File: src/rtl/note_sequencer.sv
module note_sequencer #(
  parameter int ADDR_W     = 10,
  parameter int DATA_W     = 24,
  parameter int DUR_NORMAL = 1320000,
  parameter int DUR_FAST   = 440000,
  parameter int DUR_BRISK  = 660000,
  parameter int DUR_SLOW   = 2200000
) (
  input  logic              clk,
  input  logic              pause,
  input  logic [1:0]        tempo,
  output logic [ADDR_W-1:0] tbl_addr,
  input  logic [DATA_W-1:0] tbl_data,
  output logic [DATA_W-1:0] tone,
  output logic              mute
);
  localparam int DMAX_A = (DUR_NORMAL > DUR_FAST) ? DUR_NORMAL : DUR_FAST;
  localparam int DMAX_B = (DUR_BRISK > DUR_SLOW) ? DUR_BRISK : DUR_SLOW;
  localparam int DMAX   = (DMAX_A > DMAX_B) ? DMAX_A : DMAX_B;
  localparam int TW     = $clog2(DMAX + 1);

  logic [ADDR_W-1:0] addr_q  = '0;
  logic [TW-1:0]     timer_q = '0;
  logic [TW-1:0]     dur;
  logic              note_done;

  always_comb begin
    case (tempo)
      2'b00:   dur = TW'(DUR_NORMAL);
      2'b01:   dur = TW'(DUR_FAST);
      2'b10:   dur = TW'(DUR_BRISK);
      default: dur = TW'(DUR_SLOW);
    endcase
  end

  assign note_done = ({1'b0, timer_q} + (TW+1)'(1)) >= {1'b0, dur};

  always_ff @(posedge clk) begin
    if (!pause) begin
      if (note_done) begin
        addr_q  <= addr_q + ADDR_W'(1);
        timer_q <= '0;
      end else begin
        timer_q <= timer_q + TW'(1);
      end
    end
  end

  assign tbl_addr = addr_q;
  assign tone     = tbl_data;
  assign mute     = pause;
endmodule

File: config.mk
export PLATFORM = sky130hd
export DESIGN_NAME = note_sequencer
export DESIGN_NICKNAME = d
export VERILOG_FILES = /design/src/rtl/note_sequencer.sv
export SDC_FILE = /design/constraint.sdc
export NUM_CORES = 1
export LEC_CHECK = 0
export ABC_CLOCK_PERIOD_IN_PS = 10610
export BUFFER_PORTS_ARGS = -buffer_cell sky130_fd_sc_hd__buf_2
export CAP_MARGIN = 20
export CORE_MARGIN = 1.5
export CORE_UTILIZATION = 25
export DETAILED_ROUTE_END_ITERATION = 6
export GPL_ROUTABILITY_DRIVEN = 0
export PLACE_DENSITY_LB_ADDON = 0.15
export RECOVER_POWER = 50
export SYNTH_ARGS = -nofsm -noshare
export SYNTH_HDL_FRONTEND = slang
export SYNTH_SLANG_ARGS = --single-unit
File: constraint.sdc
create_clock -name clk -period 10.61 [get_ports clk]
set_clock_uncertainty 0.15 [all_clocks]
set_input_delay 2.122 -clock clk [delete_from_list [all_inputs] [get_ports clk]]
set_output_delay 2.122 -clock clk [all_outputs]
set_load 0.02 [all_outputs]
==> impl_metrics.csv <==
group,metric,value,unit
run_status,status,"finished, final reports clean",
drt,viasPerCell,4.47,
min_path,min_from,"tbl_addr[9]$_DFFE_PP_",
die,die_h,99.5,um
grt,first_global_vias,1340,
drt,ant_nets,0,
synth,async_reset_ff_share,0,%
setup_path,cp_max_fo,21,
setup_path,cp_cell_sequence,"buf_2 -> inv_1 -> ha_1 -> inv_1 -> ha_1 -> a21o_1 -> a21oi_1 -> o31ai_4 -> a211o_1 -> o41a_4 -> and2_1",
drt,drt_iter0_markers,70,
synth,ys_ff_latch,32,
setup_path,cp-start-kind,"input pin",
layout,syn2layout_area_growth,2.58,%
clock_tree,clk_pin_slew,0.08,ns
sta,slew_violations,0,
sta,fin_tns_setup,0,ns
die,dieArea,0.00989,mm2
setup_path,end_kind,"flip-flop",
grt,grt_pass1_wl,6950,um
clock_tree,post_cts_buffers,0,
clock_tree,numCtsBuffers,5,
sta,period_minus_slack,4.84,ns
drt,routed_wl,4520,um
place,dpl.hpwl,3390,um
layout,num-nets-final,256,
die,coreArea,0.00911,mm2
clock_tree,cts_max_level,2,
min_path,hold_depth,1,
layout,stdcell_count,319,
sta,setup_violations,0,
min_path,hold_path_class,"reg -> reg",
power,p_per_area,169,mW/mm2
synth,synth_edf_count,32,
sta,finalCritPeriodShare,45.6,%
power,p_leak,0.879,nW
synth,synth_nets,263,
place,portBuffers,14,
clock_tree,ctsResizeCount,0,
die,initial_utilization,25.5,%
layout,layout-drive-gt1-share,8.65,%
setup_path,critPathSlowestCell,"o41a_4",
synth,ys_warn_count,0,
sta,maxSlewHeadroom,8.89,%
clock_tree,clock_sinks,32,
grt,grtUsageTotal,9.10,%
min_path,min_to,"tbl_addr[9]$_DFFE_PP_",
layout,diodes,0,
die,ioPinCount,63,
drt,drc,0,
synth,synthTopCellsByArea,"edfxtp_1 41%, ha_1 11%, buf_4 8.1%, xnor2_1 7.9%, nor2b_1 4.3%",
synth,synth_cell_types,36,
power,p_int,0.266,mW
grt,grt_overflow,0,
job,max_cap_violations,0,
power,vdd_drop_max,0.0000377,V
synth,avgSynthCellArea,10.9,um2
setup_path,crit_required,10.46,ns
drt,dr.pass1.iters,4,
sta,fmax,207,MHz
clock_tree,cts_tree,"yes",
die,rows,35,
drt,post_drt_wl_per_cell,14.2,um
clock_tree,cts_hold_buf,0,
grt,antenna_found_initial,0,
drt,dr_total_vias,1425,
synth,yosysMostFrequentCell,"edfxtp_1",
setup_path,reg2reg_from,"timer_q[0]$_SDFFCE_PP0N_",
sta,rsz0062_at_grt,"no",
setup_path,r2r_setup_slack,6.01,ns
setup_path,cp.arrival,4.68,ns
setup_path,timing.rr.end,"tbl_addr[0]$_DFFE_PP_",
clock_tree,clk_latency,0.29,ns
synth,synth_area,0.00233,mm2
setup_path,worst_path_largest_cell_delay,0.59,ns
sta,worstMarginPinSlew,1.37,ns
synth,synthTopCellsByCount,"32 x edfxtp_1, 25 x buf_4, 21 x ha_1, 21 x xnor2_1, 16 x nor2b_1",
synth,ys.flop_type,"edfxtp_1",
grt,grt_start_max_net_pins,24,
power,seqPwrFrac,48.6,%
synth,synth_top_area_share,41.3,%
setup_path,rr_worst_depth,13,
setup_path,crit_type,"in -> reg",
power,p_comb_share,27.9,%
die,die_w,99.5,um
sta,finalHoldViolCount,0,
synth,synth.largest_area_cell,"edfxtp_1",
power,net-switching-power,0.138,mW
place,place_inst,311,
clock_tree,clk_path_buf_depth,2,
power,p_clk_share,23.6,%
synth,yosysSeqAreaShare,41.3,%
clock_tree,cts-root-buf,"clkbuf_8",
power,switching_share,34.1,%
synth,synth_cells,214,
-- cell families (layout without fill, tap and decap cells) --
logic type                 Yosys count  count (layout)  share of synthesized area, %
muxes                                1               1                         0.484
DFF                                 32              32                          41.3
and+or+nand+nor                     75              75                          18.4
adders and majority gates           21              21                          11.3
buffers and inverters               38              32                          11.2
xor gates and xnor gates            28              28                          10.5
AOI/OAI and AO/OA                   19              19                          6.78
-- metrics by stage --
step	area [um2]	setup slack (ns)	power [mW]	hold WS, ns	util [%]
after floorplan	2330	5.88	0.301	0.401	-
after global placement	2320	5.45	0.317	0.413	25.4
after detailed placement	2320	5.43	0.316	0.419	25.4
after CTS	2400	5.73	0.415	0.441	26.4
after global routing	2390	5.58	0.431	0.468	26.2
final	2390	5.77	0.404	0.440	26.2
-- how the worst max path moves through the flow --
stage | start | to | slack (ns) | cells after the start
detailed placement | tempo[0] | tbl_addr[9]$_DFFE_PP_ | 5.43 | 11
global placement | tempo[0] | tbl_addr[9]$_DFFE_PP_ | 5.45 | 11
floorplan | tempo[0] | tbl_addr[0]$_DFFE_PP_ | 5.88 | 11
CTS | tempo[0] | tbl_addr[9]$_DFFE_PP_ | 5.73 | 11
finish | tempo[0] | tbl_addr[0]$_DFFE_PP_ | 5.77 | 11
global route | tempo[0] | tbl_addr[8]$_DFFE_PP_ | 5.58 | 11
-- worst max-delay path: cells and delay by family --
family,cells,cell delay [ns]
adders and majority gates,2,0.49
AOI/OAI and AO/OA,5,1.45
and+or+nand+nor,1,0.35
buffers and inverters,3,0.26
-- routing by layer --
layer	track usage [%]	part of all wire (%)	routed length [um]
met1	12.2	50	2260
met3	2.60	4.7	212
met4	4.12	1.6	74
met5	0	0	0
met2	13.5	44	1980
-- state kept, by name, indices dropped and copies added (netlist names) --
register	cells
timer_q	22
tbl_addr	10
-- layout make-up --
cell class | instances | area, um2
Timing Repair Buffer | 15 | 60.1
Fill cell | 984 | 6720
Tap cell | 111 | 139
Clock inverter | 3 | 18.8
Clock buffer | 5 | 68.8
Multi-Input combinational cell | 144 | 1100
Inverter | 9 | 33.8
Sequential cell | 32 | 961
-- placed cells by master (no fill, tap or decap), drive strengths merged, types with 6 or more instances in the layout --
cell,Yosys,layout
edfxtp,32,32
nor2b,16,16
xor2,7,7
nor2,13,13
inv,9,9
xnor2,21,21
and3,7,7
nand3,15,15
ha,21,21
clkbuf,0,17
nand2,6,6
nand4,9,9
-- power by group through the flow --
stage / logic, mW / registers [mW] / clock network, mW
finish: 0.113 / 0.196 / 0.0953
global placement: 0.118 / 0.199 / 0
detailed placement: 0.118 / 0.199 / 0
CTS: 0.118 / 0.196 / 0.100
floorplan: 0.101 / 0.200 / 0
global route: 0.127 / 0.200 / 0.104
Power figures use the tool's default switching activity.
